--- config.mk ---
export PLATFORM = sky130hd
export DESIGN_NAME = page_commit_ctrl
export DESIGN_NICKNAME = d
export VERILOG_FILES = /design/src/rtl/pcc_pkg.sv /design/src/rtl/pcc_page_buf.sv /design/src/rtl/pcc_cycle_timer.sv /design/src/rtl/page_commit_ctrl.sv
export SDC_FILE = /design/constraint.sdc
export NUM_CORES = 1
export LEC_CHECK = 0
export ABC_AREA = 1
export BUFFER_PORTS_ARGS = -buffer_cell sky130_fd_sc_hd__buf_4
export CAP_MARGIN = 20
export CORE_MARGIN = 2
export CORE_UTILIZATION = 25
export DETAILED_ROUTE_END_ITERATION = 10
export PLACE_DENSITY = 0.53
export SYNTH_ARGS = -nofsm -noshare
export SYNTH_HDL_FRONTEND = slang
export SYNTH_SLANG_ARGS = --single-unit
--- constraint.sdc ---
create_clock -name clk_i -period 2.9 [get_ports clk_i]
set_clock_uncertainty 0.2 [all_clocks]
set_input_delay 0.435 -clock clk_i [delete_from_list [all_inputs] [get_ports clk_i]]
set_output_delay 0.435 -clock clk_i [all_outputs]
set_load 0.02 [all_outputs]
--- src/rtl/pcc_pkg.sv ---
package pcc_pkg;
  localparam int unsigned PCC_ADDR_W       = 8;
  localparam int unsigned PCC_DATA_W       = 8;
  localparam int unsigned PCC_PAGE_BYTES   = 4;
  // 5 ms at 125 MHz
  localparam int unsigned PCC_WRITE_CYCLES = 625000;
endpackage

--- src/rtl/pcc_page_buf.sv ---
module pcc_page_buf #(
  parameter int unsigned ADDR_W     = 8,
  parameter int unsigned DATA_W     = 8,
  parameter int unsigned PAGE_BYTES = 4,
  localparam int unsigned SLOT_W    = $clog2(PAGE_BYTES),
  localparam int unsigned BASE_W    = ADDR_W - SLOT_W
) (
  input  logic              clk_i,
  input  logic              rst_ni,
  input  logic              load_i,
  input  logic [ADDR_W-1:0] load_addr_i,
  input  logic [DATA_W-1:0] load_data_i,
  input  logic              busy_i,
  input  logic              clear_i,
  input  logic [SLOT_W-1:0] rd_slot_i,
  output logic [DATA_W-1:0] rd_data_o,
  output logic              rd_valid_o,
  output logic [BASE_W-1:0] base_o,
  output logic              any_valid_o
);

  logic [PAGE_BYTES-1:0][DATA_W-1:0] data_q;
  logic [PAGE_BYTES-1:0]             valid_q;
  logic [BASE_W-1:0]                 base_q;
  logic [SLOT_W-1:0]                 ptr_q;
  logic [SLOT_W-1:0]                 wr_slot;
  logic                              any_valid;

  assign any_valid = |valid_q;
  // first byte of a transfer picks its own offset, later ones follow the pointer
  assign wr_slot   = any_valid ? ptr_q : load_addr_i[SLOT_W-1:0];

  always_ff @(posedge clk_i or negedge rst_ni) begin
    if (!rst_ni) begin
      data_q  <= '0;
      valid_q <= '0;
      base_q  <= '0;
      ptr_q   <= '0;
    end else if (clear_i) begin
      valid_q <= '0;
    end else if (load_i && !busy_i) begin
      if (!any_valid) base_q <= load_addr_i[ADDR_W-1:SLOT_W];
      data_q[wr_slot]  <= load_data_i;
      valid_q[wr_slot] <= 1'b1;
      ptr_q            <= wr_slot + 1'b1;
    end
  end

  assign rd_data_o   = data_q[rd_slot_i];
  assign rd_valid_o  = valid_q[rd_slot_i];
  assign base_o      = base_q;
  assign any_valid_o = any_valid;

  assert_busy_freeze_R10: assert property (@(posedge clk_i) disable iff (!rst_ni)
    busy_i && !clear_i |=> $stable(valid_q) && $stable(data_q));

  assert_base_held_R3: assert property (@(posedge clk_i) disable iff (!rst_ni)
    load_i && !busy_i && !clear_i && any_valid |=> $stable(base_q));

endmodule

--- src/rtl/pcc_cycle_timer.sv ---
module pcc_cycle_timer #(
  parameter int unsigned PAGE_BYTES   = 4,
  parameter int unsigned WRITE_CYCLES = 625000,
  localparam int unsigned SLOT_W      = $clog2(PAGE_BYTES),
  localparam int unsigned CNT_W       = $clog2(WRITE_CYCLES + 1)
) (
  input  logic              clk_i,
  input  logic              rst_ni,
  input  logic              start_i,
  output logic              busy_o,
  output logic              done_o,
  output logic              slot_act_o,
  output logic [SLOT_W-1:0] slot_o
);

  localparam logic [SLOT_W:0]  SlotEnd = (SLOT_W+1)'(PAGE_BYTES);
  localparam logic [CNT_W-1:0] CntInit = CNT_W'(WRITE_CYCLES - 1);

  logic             busy_q;
  logic [CNT_W-1:0] cnt_q;
  logic [SLOT_W:0]  slot_q;

  assign done_o     = busy_q && (cnt_q == '0);
  assign slot_act_o = busy_q && (slot_q < SlotEnd);

  always_ff @(posedge clk_i or negedge rst_ni) begin
    if (!rst_ni) begin
      busy_q <= 1'b0;
      cnt_q  <= '0;
      slot_q <= '0;
    end else if (!busy_q) begin
      if (start_i) begin
        busy_q <= 1'b1;
        cnt_q  <= CntInit;
        slot_q <= '0;
      end
    end else begin
      if (cnt_q == '0) busy_q <= 1'b0;
      else             cnt_q  <= cnt_q - 1'b1;
      if (slot_q < SlotEnd) slot_q <= slot_q + 1'b1;
    end
  end

  assign busy_o = busy_q;
  assign slot_o = slot_q[SLOT_W-1:0];

  assert_full_length_R6: assert property (@(posedge clk_i) disable iff (!rst_ni)
    $fell(busy_q) |-> $past(cnt_q) == '0);

  assert_start_taken_R6: assert property (@(posedge clk_i) disable iff (!rst_ni)
    start_i && !busy_q |=> busy_q && slot_q == '0);

endmodule

--- src/rtl/page_commit_ctrl.sv ---
module page_commit_ctrl
  import pcc_pkg::*;
#(
  parameter int unsigned ADDR_W       = PCC_ADDR_W,
  parameter int unsigned DATA_W       = PCC_DATA_W,
  parameter int unsigned PAGE_BYTES   = PCC_PAGE_BYTES,
  parameter int unsigned WRITE_CYCLES = PCC_WRITE_CYCLES
) (
  input  logic              clk_i,
  input  logic              rst_ni,
  input  logic              load_i,
  input  logic [ADDR_W-1:0] load_addr_i,
  input  logic [DATA_W-1:0] load_data_i,
  input  logic              stop_i,
  input  logic              wr_protect_i,
  output logic              busy_o,
  output logic              mem_we_o,
  output logic [ADDR_W-1:0] mem_addr_o,
  output logic [DATA_W-1:0] mem_wdata_o
);

  localparam int unsigned SLOT_W = $clog2(PAGE_BYTES);
  localparam int unsigned BASE_W = ADDR_W - SLOT_W;

  logic              busy, done, slot_act, any_valid, rd_valid;
  logic              stop_ok, start, discard, clear;
  logic [SLOT_W-1:0] slot;
  logic [BASE_W-1:0] base;
  logic [DATA_W-1:0] rd_data;

  assign stop_ok = stop_i && !busy;
  assign start   = stop_ok && any_valid && !wr_protect_i;
  assign discard = stop_ok && (wr_protect_i || !any_valid);
  assign clear   = discard || done;

  pcc_page_buf #(
    .ADDR_W    (ADDR_W),
    .DATA_W    (DATA_W),
    .PAGE_BYTES(PAGE_BYTES)
  ) u_buf (
    .clk_i      (clk_i),
    .rst_ni     (rst_ni),
    .load_i     (load_i),
    .load_addr_i(load_addr_i),
    .load_data_i(load_data_i),
    .busy_i     (busy),
    .clear_i    (clear),
    .rd_slot_i  (slot),
    .rd_data_o  (rd_data),
    .rd_valid_o (rd_valid),
    .base_o     (base),
    .any_valid_o(any_valid)
  );

  pcc_cycle_timer #(
    .PAGE_BYTES  (PAGE_BYTES),
    .WRITE_CYCLES(WRITE_CYCLES)
  ) u_timer (
    .clk_i     (clk_i),
    .rst_ni    (rst_ni),
    .start_i   (start),
    .busy_o    (busy),
    .done_o    (done),
    .slot_act_o(slot_act),
    .slot_o    (slot)
  );

  assign busy_o      = busy;
  assign mem_we_o    = slot_act && rd_valid;
  assign mem_addr_o  = {base, slot};
  assign mem_wdata_o = rd_data;

  assert_we_in_cycle_R7: assert property (@(posedge clk_i) disable iff (!rst_ni)
    mem_we_o |-> busy_o);

  assert_rise_after_stop_R5: assert property (@(posedge clk_i) disable iff (!rst_ni)
    $rose(busy_o) |-> $past(stop_i));

  assert_protect_blocks_R8: assert property (@(posedge clk_i) disable iff (!rst_ni)
    stop_i && !busy_o && wr_protect_i |=> !busy_o && !mem_we_o);

  assert_empty_stop_R9: assert property (@(posedge clk_i) disable iff (!rst_ni)
    stop_i && !busy_o && !any_valid |=> !busy_o);

endmodule

==> impl_metrics.csv <==
group,metric,value,unit
pwr,leakage,2.135,nW
timing,setup_tns,0,ns
global_routing,grt_first_pass_wirelength,16.64,mm
flow_run,drv_cap,0,
timing,grt_setup_unrepaired,"false",
logic_synthesis,synth_edf_count,0,
place,detailedPlacementHpwl,6.550,mm
clock_network,post-cts-setup-buffer-count,0,
timing,maxSlewHeadroom,0.4020,
logic_synthesis,synth_area_per_cell,7.772,um2
logic_synthesis,synth_xor_area_frac,0.004775,
clock_network,tritoncts.num_buffers,9,
pwr,switchingPower,0.4859,mW
drt,detail_route.iter0.violations,171,
drt,routed-via-count,3270,
logic_synthesis,synth_nets,500,
critical_path,worst_setup_path_start_kind,"flop",
critical_path,worst_r2r_startpoint,"u_buf.valid_q[2]",
clock_network,path_clk_slew,0.06,ns
logic_synthesis,yosys_register_bits,68,
critical_path,crit_path_max_fanout,11,
floorplanning,die_height,125.1,um
logic_synthesis,top_flip_flop_cell_by_instance_count_after_synthesis,"sky130_fd_sc_hd__dfrtp_1",
pwr,power.sequential.fraction,0.450,
drt,finalWirelength,9.685,mm
floorplanning,die_area,0.01566,mm2
finish,utilization_after_layout,0.3053,
logic_synthesis,synth_async_sr_flop_share,1.000,
logic_synthesis,yosysWarnings,0,
pwr,power.density_cell_area,483.8,mW/mm2
timing,finalWorstPathRequiredPeriod,2.544,ns
logic_synthesis,syn-instance-count,472,
logic_synthesis,synthesis.area,0.003669,mm2
finish,fillerInstances,1561,
critical_path,path_class,"reg2reg",
timing,timing.final.max_slew_violations,0,
logic_synthesis,synth-simple-area-share,0.3550,
timing,final-hold-violation-count,0,
status,outcome,"complete, no violations",
critical_path,critPathCaptureType,"flop",
pwr,cellInternalPower,1.644,mW
finish,mostFrequentLayoutCell,"sky130_fd_sc_hd__nand2_1",
pwr,power.switching_fraction,0.2281,
timing,worst_slew_pin_slew,0.8971,ns
global_routing,grt_overflow_total,0,
hold_path,hold_path.class,"in2async",
finish,area_growth,20.02,%
drt,drt_pre_antenna_iters,4,
place,count_of_buffers_from_port_buffering,38,
floorplanning,rows,44,
critical_path,cp.required,2.92,ns
timing,final.setup.worst_slack,0.3559,ns
timing,final.hold.worst_slack,0.01057,ns
pwr,clkPwrFrac,0.515,
clock_network,cts_max_path_buffers,2,
logic_synthesis,share_of_the_synthesized_area_in_the_top_cell_type,0.4638,
finish,final_nets,531,
clock_network,cts_hold_buf,0,
drt,drt-vias-per-instance,4.725,
clock_network,cts_max_level,3,
timing,finalSetupViolCount,0,
logic_synthesis,number_of_distinct_library_cells_after_synthesis,28,
pwr,finalPower,2.130,mW
timing,max_freq,393.1,MHz
floorplanning,fp.coreArea,0.01442,mm2
finish,insertedDiodeCount,0,
logic_synthesis,synth_fa_ha_area_frac,0.02387,
global_routing,pin_count_of_the_biggest_net_entering_global_routing,69,
floorplanning,number_of_primary_i_o_pins,39,
pwr,power_frac_comb,0.034,
clock_network,cts_tree,"yes",
global_routing,initial_antenna_violation_count,0,
global_routing,grt_util_all_layers,0.1302,
logic_synthesis,ranking_of_synthesized_cells_by_area,"sky130_fd_sc_hd__dfrtp_1, sky130_fd_sc_hd__nand2_1, sky130_fd_sc_hd__nand4_1, sky130_fd_sc_hd__nor2_1, sky130_fd_sc_hd__nand3_1",
logic_synthesis,yosysSeqAreaShare,0.4638,
place,gp_routability_congestion,0.8543,
drt,route.antenna.remaining_nets,0,
finish,layout_common_cells,"sky130_fd_sc_hd__nand2_1, sky130_fd_sc_hd__dfrtp_1, sky130_fd_sc_hd__nor2_1",
place,dpl_worst_slack,0.2971,ns
logic_synthesis,synth_area_leader_cell,"sky130_fd_sc_hd__dfrtp_1",
clock_network,clock_sink_count,68,
floorplanning,initial_utilization,0.2543,
clock_network,cts_root_buf,"sky130_fd_sc_hd__clkbuf_16",
logic_synthesis,share_of_synthesized_area_spent_on_multiplexers,0,
drt,avgRoutedWirePerCell,14.00,um
global_routing,grt_pass1_vias,3277,
drt,drc,0,
critical_path,worst_ep_arrival_time,2.57,ns
floorplanning,die-width,125.1,um
clock_network,cts.repair.resized,0,
finish,drive_above_1_share,0.1614,
logic_synthesis,largest_family_of_logic_cells_by_synthesized_area,"simple AND/OR/NAND/NOR gates",
timing,finalCritPeriodShare,0.8773,
clock_network,clk-insertion-delay-late,0.33,ns
logic_synthesis,synth_compound_gate_area_share,0.08186,
pwr,worst_ir_drop_vdd,0.0003004,V
critical_path,worstSetupStartpoint,"u_buf.valid_q[2]",
==> final timing paths <==
kind                                          end  slack, ns  cells after the start
max in group asynchronous        u_buf.data_q[20]       1.89                      1
worst min-delay path            u_timer.cnt_q[13]       0.01                      1
worst min register to register   u_buf.data_q[14]       0.27                      2
worst max-delay path              u_buf.data_q[6]       0.36                      9
worst max register to register    u_buf.data_q[6]       0.36                      9
min in group clk_i                u_buf.base_o[5]       0.16                      3
==> cell families (layout without fill, tap and decap cells) <==
family,after synthesis,count (layout)
AO/OA/AOI/OAI,55,55
XOR/XNOR,2,2
adder cells (fa/ha/maj),7,7
buffers and inverters,60,96
flip-flops,68,68
AND/OR/NAND/NOR,280,280
==> critical path, stage by stage (launching register included) <==
cell and delay, ns:
sky130_fd_sc_hd__dfrtp_1 0.35, sky130_fd_sc_hd__inv_1 0.11, sky130_fd_sc_hd__nand4_2 0.17, sky130_fd_sc_hd__inv_1 0.27, sky130_fd_sc_hd__o21ai_0 0.23, sky130_fd_sc_hd__inv_1 0.13
sky130_fd_sc_hd__ha_1 0.45, sky130_fd_sc_hd__nand3_2 0.33, sky130_fd_sc_hd__nand2_1 0.15, sky130_fd_sc_hd__nand2_1 0.06
==> stage by stage <==
stage               instances  instance area [um2]
floorplan                 472                 3669
global placement          676                 4110
detailed placement        676                 4110
CTS                       692                 4403
global route              692                 4403
finish                    692                 4403
==> power by group through the flow <==
stage / combinational (mW) / sequential, mW / clock [mW]
after detailed placement: 0.0754 / 0.977 / 0
after global routing: 0.0822 / 0.960 / 1.17
after CTS: 0.0753 / 0.959 / 1.13
final: 0.0728 / 0.959 / 1.10
after floorplan: 0.0217 / 0.976 / 0
after global placement: 0.0741 / 0.976 / 0
==> Yosys cell counts, types with 7 or more instances <==
library cell and count:
sky130_fd_sc_hd__o21ai_0 33, sky130_fd_sc_hd__nor2_1 50, sky130_fd_sc_hd__inv_1 34, sky130_fd_sc_hd__dfrtp_1 68, sky130_fd_sc_hd__nand3_1 33, sky130_fd_sc_hd__nand2_1 135
sky130_fd_sc_hd__o21ai_1 7, sky130_fd_sc_hd__ha_1 7, sky130_fd_sc_hd__o22ai_1 8, sky130_fd_sc_hd__nand4_1 43, sky130_fd_sc_hd__clkbuf_1 15
==> flip-flops by register name, indices dropped and copies added, names as in the netlist <==
| name | cells |
|---|---|
| u_buf.base_o | 6 |
| u_buf.data_q | 32 |
| u_buf.ptr_q | 2 |
| u_buf.valid_q | 4 |
| u_timer.busy_o | 1 |
| u_timer.cnt_q | 20 |
| u_timer.slot_q | 3 |
==> layout make-up <==
type	instances	area, um2	area share
clock buffers	10	229.0	0.05200
clock inverters	6	63.81	0.01449
inverters	36	140.1	0.03183
multi-input cells	344	1708	0.3879
flip-flops and latches	68	1702	0.3865
well taps	184	230.2	0.05229
repair buffers	44	330.3	0.07502
==> per-layer routing <==
layer,track usage,up-vias,routed length (um)
li1,-,1630,-
met1,0.1749,1553,4656
met2,0.2072,81,4511
met3,0.03252,6,461
met4,0.04052,0,57
met5,0,-,0
(Power assumes the default switching activity.)
